## config.mk

```make
export PLATFORM = sky130hd
export DESIGN_NAME = ecc_err_logger
export DESIGN_NICKNAME = d
export VERILOG_FILES = /design/src/rtl/ecc_log_pkg.sv /design/src/rtl/ecc_log_status.sv /design/src/rtl/ecc_log_cmd.sv /design/src/rtl/ecc_log_capture.sv /design/src/rtl/ecc_err_logger.sv
export SDC_FILE = /design/constraint.sdc
export NUM_CORES = 1
export LEC_CHECK = 0
export BUFFER_PORTS_ARGS = -buffer_cell sky130_fd_sc_hd__buf_2
export CAP_MARGIN = 25
export CORE_ASPECT_RATIO = 0.7
export CORE_MARGIN = 2
export CORE_UTILIZATION = 41
export DETAILED_ROUTE_END_ITERATION = 10
export PLACE_DENSITY_LB_ADDON = 0.15
export SETUP_SLACK_MARGIN = 0.15
export SLEW_MARGIN = 10
export SYNTH_ARGS = -nofsm -noshare
export SYNTH_HDL_FRONTEND = slang
export SYNTH_SLANG_ARGS = --single-unit
```

## constraint.sdc

```tcl
create_clock -name clk -period 1.4 [get_ports clk]
set_input_delay 0.07 -clock clk [delete_from_list [all_inputs] [get_ports clk]]
set_output_delay 0.07 -clock clk [all_outputs]
set_load 0.005 [all_outputs]
```

## src/rtl/ecc_log_pkg.sv

```systemverilog
`timescale 1ns/1ps
package ecc_log_pkg;
  localparam int STS_W     = 16;
  localparam int DATA_W    = 32;
  localparam int SYN_W     = 8;
  localparam int ADDR_W    = 33;
  localparam int GRAIN_LSB = 7;
  localparam int RIDX_W    = 3;

  localparam int B_CE    = 0;
  localparam int B_UE    = 1;
  localparam int B_RFTO  = 8;
  localparam int B_LOCK  = 9;
  localparam int B_THERM = 11;

  localparam logic [STS_W-1:0] STS_MASK = 16'h0B03;

  typedef enum logic [RIDX_W-1:0] {
    IDX_STS  = 3'd0,
    IDX_CMD  = 3'd1,
    IDX_ADR  = 3'd2,
    IDX_XADR = 3'd3,
    IDX_SYN  = 3'd4
  } reg_idx_e;

  typedef struct packed {
    logic [ADDR_W-1:GRAIN_LSB] ahi;
    logic                      chan;
    logic [SYN_W-1:0]          syn;
  } cap_rec_t;

  // sticky flags: clear where requested, then events set (event dominates)
  function automatic logic [STS_W-1:0] w1c_next(input logic [STS_W-1:0] cur,
                                                input logic [STS_W-1:0] clr,
                                                input logic [STS_W-1:0] set);
    return ((cur & ~clr) | set) & STS_MASK;
  endfunction

  function automatic logic [DATA_W-1:0] pack_adr(input cap_rec_t r);
    return {r.ahi[DATA_W-1:GRAIN_LSB], {(GRAIN_LSB-1){1'b0}}, r.chan};
  endfunction

  function automatic logic [DATA_W-1:0] pack_xadr(input cap_rec_t r);
    return {{(2*DATA_W-ADDR_W){1'b0}}, r.ahi[ADDR_W-1:DATA_W]};
  endfunction

  function automatic logic [DATA_W-1:0] pack_syn(input cap_rec_t r);
    return {{(DATA_W-SYN_W){1'b0}}, r.syn};
  endfunction
endpackage

```

## src/rtl/ecc_log_status.sv

```systemverilog
`timescale 1ns/1ps
module ecc_log_status
  import ecc_log_pkg::*;
(
  input  logic             clk,
  input  logic             rst_n,
  input  logic [STS_W-1:0] evt_vec,
  input  logic [STS_W-1:0] clr_vec,
  input  logic [STS_W-1:0] cmd_q,
  output logic [STS_W-1:0] sts_q,
  output logic [STS_W-1:0] rise_vec,
  output logic             serr_pulse
);
  logic [STS_W-1:0] sts_nx;
  logic             serr_q;

  assign sts_nx   = w1c_next(sts_q, clr_vec, evt_vec);
  assign rise_vec = sts_nx & ~sts_q;

  for (genvar b = 0; b < STS_W; b++) begin : g_bit
    if (STS_MASK[b]) begin : g_flag
      logic f_q;
      always_ff @(posedge clk or negedge rst_n) begin
        if (!rst_n) f_q <= 1'b0;
        else        f_q <= sts_nx[b];
      end
      assign sts_q[b] = f_q;
    end else begin : g_rsvd
      assign sts_q[b] = 1'b0;
    end
  end

  always_ff @(posedge clk or negedge rst_n) begin
    if (!rst_n) serr_q <= 1'b0;
    else        serr_q <= |(rise_vec & cmd_q);
  end

  assign serr_pulse = serr_q;
endmodule

```

## src/rtl/ecc_log_cmd.sv

```systemverilog
`timescale 1ns/1ps
module ecc_log_cmd
  import ecc_log_pkg::*;
(
  input  logic             clk,
  input  logic             rst_n,
  input  logic             wr_cmd,
  input  logic [STS_W-1:0] wdata,
  output logic [STS_W-1:0] cmd_q
);
  always_ff @(posedge clk or negedge rst_n) begin
    if (!rst_n)      cmd_q <= '0;
    else if (wr_cmd) cmd_q <= wdata & STS_MASK;
  end
endmodule

```

## src/rtl/ecc_log_capture.sv

```systemverilog
`timescale 1ns/1ps
module ecc_log_capture
  import ecc_log_pkg::*;
(
  input  logic     clk,
  input  logic     rst_n,
  input  logic     ce_evt,
  input  logic     ue_evt,
  input  logic     ce_flag,
  input  logic     ue_flag,
  input  cap_rec_t rec_in,
  output cap_rec_t cap_q,
  output logic     cap_load
);
  logic take_ue, take_ce;

  assign take_ue  = ue_evt & ~ue_flag;
  assign take_ce  = ce_evt & ~ce_flag & ~ue_flag;
  assign cap_load = take_ue | take_ce;

  always_ff @(posedge clk or negedge rst_n) begin
    if (!rst_n)        cap_q <= '0;
    else if (cap_load) cap_q <= rec_in;
  end
endmodule

```

## src/rtl/ecc_err_logger.sv

```systemverilog
`timescale 1ns/1ps
module ecc_err_logger
  import ecc_log_pkg::*;
(
  input  logic              clk,
  input  logic              rst_n,
  input  logic              ce_evt,
  input  logic              ue_evt,
  input  logic [ADDR_W-1:0] err_addr,
  input  logic              err_chan,
  input  logic [SYN_W-1:0]  err_syn,
  input  logic              rfto_evt,
  input  logic              lock_evt,
  input  logic              therm_evt,
  input  logic [RIDX_W-1:0] reg_addr,
  input  logic              reg_wr,
  input  logic [DATA_W-1:0] reg_wdata,
  output logic [DATA_W-1:0] reg_rdata,
  output logic              serr_pulse
);
  logic [STS_W-1:0] evt_vec, clr_vec, sts_q, cmd_q, rise_vec;
  logic             wr_sts, wr_cmd, cap_load;
  cap_rec_t         rec_in, cap_q;

  assign wr_sts = reg_wr && (reg_addr == IDX_STS);
  assign wr_cmd = reg_wr && (reg_addr == IDX_CMD);
  assign clr_vec = wr_sts ? (reg_wdata[STS_W-1:0] & STS_MASK) : '0;

  always_comb begin
    evt_vec          = '0;
    evt_vec[B_CE]    = ce_evt;
    evt_vec[B_UE]    = ue_evt;
    evt_vec[B_RFTO]  = rfto_evt;
    evt_vec[B_LOCK]  = lock_evt;
    evt_vec[B_THERM] = therm_evt;
  end

  assign rec_in.ahi  = err_addr[ADDR_W-1:GRAIN_LSB];
  assign rec_in.chan = err_chan;
  assign rec_in.syn  = err_syn;

  ecc_log_status u_status (
    .clk(clk), .rst_n(rst_n), .evt_vec(evt_vec), .clr_vec(clr_vec),
    .cmd_q(cmd_q), .sts_q(sts_q), .rise_vec(rise_vec), .serr_pulse(serr_pulse)
  );

  ecc_log_cmd u_cmd (
    .clk(clk), .rst_n(rst_n), .wr_cmd(wr_cmd),
    .wdata(reg_wdata[STS_W-1:0]), .cmd_q(cmd_q)
  );

  ecc_log_capture u_cap (
    .clk(clk), .rst_n(rst_n), .ce_evt(ce_evt), .ue_evt(ue_evt),
    .ce_flag(sts_q[B_CE]), .ue_flag(sts_q[B_UE]), .rec_in(rec_in),
    .cap_q(cap_q), .cap_load(cap_load)
  );

  always_comb begin
    case (reg_addr)
      IDX_STS:  reg_rdata = {{(DATA_W-STS_W){1'b0}}, sts_q};
      IDX_CMD:  reg_rdata = {{(DATA_W-STS_W){1'b0}}, cmd_q};
      IDX_ADR:  reg_rdata = pack_adr(cap_q);
      IDX_XADR: reg_rdata = pack_xadr(cap_q);
      IDX_SYN:  reg_rdata = pack_syn(cap_q);
      default:  reg_rdata = '0;
    endcase
  end
endmodule

```

### Word-level counts from Yosys, hierarchy flattened

Index checks and enable logic that the tools add are counted.

* bits of input ports: 85
* register bits: 46
* output and inout bits: 33
* word-level logic and storage cells: 32

* mux-type cells: 2
* bitwise logic cells: 12
* reduce and logical (&&, ||, !) cells: 4
* equal/unequal tests: 4

Operators with widths (number)
* one-hot mux 32 bit (5 select lines): 1
* AND 12 x 16 -> 16 bit: 1
* AND 16 x 12 -> 16 bit: 1
* NOT 12 -> 16 bit: 1
* OR reduction 16 bit: 1
* AND 12 bit: 1
* two-way mux 12 bit: 1
* NOT 12 bit: 1
* bitwise OR 12 bit: 1
* equality test 3 x 2 -> 1 bit (second input constant): 2
* AND 1 bit: 3
* equality test 3 x 1 -> 1 bit (second input constant): 1
* equality test 3 bit (second input constant): 1
* zero test 3 bit: 1
* logical AND 1 bit: 2
* NOT 1 bit: 2
* bitwise OR 1 bit: 1

### Logic depth before layout (Yosys ltp)

* word-level depth: 9
* depth in mapped cells: 4
* gate-level depth less buffers: 3

### Cells and area by module

From an unflattened synthesis, not the netlist that was laid out.

* cells, all modules: 254
* area, all modules: 2763.9 um^2

By module, submodules not included
* ecc_log_capture: seq. area each 875.8 um^2, instances 1, area each 1337.5 um^2, cells an instance 76
* ecc_err_logger: seq. area each 0.0 um^2, instances 1, area each 685.7 um^2, cells an instance 104
* ecc_log_status: seq. area each 150.1 um^2, instances 1, area each 473.0 um^2, cells an instance 52
* ecc_log_cmd: seq. area each 125.1 um^2, instances 1, area each 267.8 um^2, cells an instance 22

### Least setup slack after synthesis

Ideal clock, no wire load.

* kind: reg-to-reg
* from: register u_status.g_bit[0].g_flag.f_q
* to: register, netlist name u_cap.cap_q[0]
* clock period less this slack: 1422 ps
* data arrival time: 1297 ps
* required time: 1275 ps
* setup slack: -22 ps
* buffers on the path: 1
* stages on the path, launching flop included: 5
* library setup time: 125 ps
* cells stage by stage: dfrtp_1 -> nand2b_4 -> a21oi_4 -> buf_8 -> mux2_4

* longest elaborated chain between the ends: 4

Ends and longest elaborated chain
* start: declaration: line ecc_log_status.sv:22 `logic f_q;`
* start signal: assignment: line ecc_log_status.sv:25 `else f_q <= sts_nx[b];`
* NOT 1 bit: line ecc_log_capture.sv:18 `assign take_ce = ce_evt & ~ce_flag & ~ue_flag;`
* AND 1 bit (2 in a row): line ecc_log_capture.sv:18
* bitwise OR 1 bit: line ecc_log_capture.sv:19 `assign cap_load = take_ue | take_ce;`

No other way between the ends.
A chain may end at the register's enable or synchronous reset.

### Final worst setup path

* from: register u_status.g_bit[0].g_flag.f_q
* to: output port reg_rdata[0]

* longest elaborated chain between the ends: 1

Ends and longest elaborated chain
* one-hot mux 32 bit (5 select lines): line ecc_err_logger.sv:59 `case (reg_addr)`
* end: declaration: line ecc_err_logger.sv:18 `output logic [DATA_W-1:0] reg_rdata,`

No other way between the ends.

==> key figures <==
Floorplanning
  • Die X: 93.44 µm
  • Die H: 66.61 µm
  • FP Rows: 22
  • Starting Density: 0.4322
  • # IOs: 118
  • Die area: 6224 µm²
  • Core footprint: 5313 µm²

Worst setup path
  • WP data arrival: 1.49 ns
  • CP Class: flip-flop to output pin
  • Nature of the critical path startpoint: flip-flop
  • CP max stage delay: 0.45 ns
  • CP Capture Type: output pin
  • Critical-path top delay cell: mux4_2
  • Reg2reg setup slack: -0.08 ns
  • Worst R2R End: u_cap.cap_q[13]
  • Crit path from: u_status.g_bit[0].g_flag.f_q
  • CP max FO: 2
  • Reg2Reg Launch Point: u_status.g_bit[0].g_flag.f_q
  • WP data required: 1.33 ns
  • Worst r2r path cells: 5
  • CP Cell Sequence: buf_6 -> mux4_2 -> inv_2 -> o21ai_2 -> buf_2

Global routing
  • Largest net degree at the start of global routing: 47
  • Initial antenna violation count: 0
  • GRT overflow: 0
  • Number of global-route vias before repair: 1641
  • GRT Resource Usage Total: 0.1703
  • First-pass GRT wire length: 8.093 mm

Timing
  • Worst slew pin tran: 0.3996 ns
  • Final Hold Fails: 0
  • Highest Clock Rate: 640.8 MHz
  • Final Skew: 0.004396 ns
  • RSZ-0062 raised after global routing: true
  • Final period util: 1.115
  • Period minus WS final: 1.561 ns
  • Final setup violation count: 36
  • Worst setup margin: -0.1606 ns
  • Max-slew violations: 0
  • Slew HR: 0.7325

Clock network
  • CTS Buffer Depth: 2
  • Num CTS Buffers: 5
  • Clk root buf: clkbuf_8
  • Reg clk slew, reported paths: 0.08 ns
  • Worst-skew pair later-pin latency: 0.29 ns
  • Clock Sinks: 46
  • CTS tree: yes
  • H-tree depth: 2

Placed design
  • Port Buffers: 83
  • Pre-CTS setup slack: -0.02100 ns
  • Placer congestion estimate: 0.7421
  • Placed Area: 2825 µm²
  • DP HPWL: 3.403 mm
  • DP Cell Count: 324

Pwr
  • Sw Ratio: 0.2427
  • Power per cell area: 1044 nW/µm²
  • Clock power share: 0.235
  • Power share of the combinational group: 0.251
  • Max VDD drop: 0.4790 mV
  • Internal cell power: 2.678 mW
  • P_sw: 0.8584 mW
  • Lkg Pwr: 1.681 nW
  • Seq pwr share: 0.513

Yosys
  • Seq cells post-synth: 46
  • Syn Area/Cell: 13.67 µm²
  • Asr flop ratio synth: 1.000
  • EDFF count, synth: 0
  • Sequential-to-total area share from yosys stat: 0.5014
  • Top FF cell, synth: dfrtp_1
  • Syn nets: 253
  • Synth warn: 0
  • Synth cell types: 31
  • Syn Inst Count: 168
  • Mapped cell area: 2296 µm²

Layout
  • Reg area: 1151 µm²
  • Area occupied by multi-input gates: 1106 µm²
  • Final cell count without fillers: 369
  • Fill cells: 409
  • Final instance area: 3388 µm²
  • Nets: 381
  • Fraction of layout cells with a size suffix above 1: 0.5455
  • N_diodes: 0
  • Area delta synth->final: 47.57%

Drt
  • Routed WL: 5.202 mm
  • Wire per inst: 14.10 µm
  • DRC viols: 0
  • Initial drt markers: 21
  • Vias after detailed routing: 1718
  • Via/cell ratio: 4.656
  • DR pass1 iterations: 4
  • Antenna viol nets, final: 0

Status
  • Failing checks: negative setup slack
  • Status: finished, violations left

Hold path
  • Hold path cells: 2
  • Hold_sp: err_syn[5]
  • Hold WC Path Type: input port to flip-flop
  • Hold Path End: u_cap.cap_q[5]

Flow run
  • Max-cap violations: 0
[placed cells by master (no fill, tap or decap), types with 2 or more instances in the layout]
master,count
or2_4,3
buf_2,82
buf_6,6
mux2_4,35
mux2i_1,4
nor2b_1,2
and2_1,21
buf_4,6
nand3b_1,6
mux2_2,5
a31oi_1,2
and3_1,5
dlygate4sd3_1,28
inv_1,2
buf_12,3
a21oi_2,3
a21o_1,2
nor2_1,3
nand2_1,6
dfrtp_1,46
a21oi_1,2
clkbuf_8,6
[area by class of cell]
cell class                 count  share of cell area
inverter                       3            0.003323
clock inverter                 1            0.001477
sequential                    46              0.3397
clock buffer                   7             0.02548
timing repair buffer         129              0.2770
tap                           72             0.02659
multi-input combinational    111              0.3264
[routing by layer]
| metal | track usage | vias up | share of wire | routed length (µm) |
|---|---|---|---|---|
| met5 | 0 | - | 0 | 0 |
| met4 | 0.05515 | 0 | 0.011 | 57 |
| met3 | 0.04299 | 6 | 0.046 | 239 |
| met2 | 0.2527 | 47 | 0.44 | 2268 |
| met1 | 0.2437 | 823 | 0.51 | 2637 |
| li1 | - | 842 | - | - |
[stage by stage]
stage	util	setup TNS, ns	hold slack [ns]	power [mW]
global route	0.6378	-3.445	0.001592	3.746
finish	0.6378	-2.052	0.005435	3.536
detailed placement	0.5318	-0.1984	0.07494	2.608
CTS	0.6039	-3.114	0.0001691	3.519
global placement	0.5318	-0.2315	0.07383	2.591
floorplan	-	-0.1090	-0.2256	2.339
[cell families (layout without fill, tap and decap cells)]
group,after synthesis,count (layout),share of synthesized area
buffers and inverters,11,140,0.03487
DFF,46,46,0.5014
AOI/OAI and AO/OA,13,13,0.03923
muxes,45,45,0.2725
and+or+nand+nor,53,53,0.1520
[synth_stat cells, types with 2 or more instances]
cell type  instances  area [µm²]
and2_1            21       131.4
dfrtp_1           46        1151
clkbuf_1           3       11.26
buf_8              3       45.04
nand3b_1           6       45.04
mux2_2            10       112.6
mux2i_1            4       40.04
nand2_1            6       22.52
or2_2              3       18.77
a21o_1             2       15.01
a21oi_1            5       25.02
a31oi_1            2       12.51
mux2_4            30       450.4
and3_1             5       31.28
inv_1              3       11.26
nor2b_1            2       12.51
nor2_1             3       11.26
[how the worst max path moves through the flow]
stage,to
2_1_floorplan,u_cap.cap_q[0]
3_3_place_gp,u_cap.cap_q[14]
3_5_place_dp,u_cap.cap_q[19]
4_1_cts,reg_rdata[0]
5_1_grt,reg_rdata[0]
6_report,reg_rdata[0]
[power by group through the flow]
stage,clock (mW),combinational (mW),sequential (mW)
global route,0.923,0.960,1.86
floorplan,0,0.553,1.79
global placement,0,0.765,1.83
finish,0.832,0.888,1.82
detailed placement,0,0.774,1.83
CTS,0.851,0.854,1.81
[critical path: cells and delay by family (launching register included)]
| family | cells | cell delay (ns) |
|---|---|---|
| flip-flops | 1 | 0.40 |
| multiplexers | 1 | 0.45 |
| buffers and inverters | 3 | 0.30 |
| AO/OA/AOI/OAI | 1 | 0.04 |
[state kept, by name (all words and copies together), names as in the netlist]
register and flops:
u_cmd.cmd_q 5, u_status.serr_pulse 1, u_status.g_bit.g_flag.f_q 5, u_cap.cap_q 35
[what timing repair did]
item / in CTS / in global routing
gates resized for setup: 14 / 13
pin swaps: 1 / 5
hold buffers: 18 / 10
hold endpoints to repair: 63 / 10
cloned: 1 / 1
endpoints found under the setup margin: 40 / 61
buffers inserted: 5 / 2
Note: power is estimated with default switching activity, not from simulation.
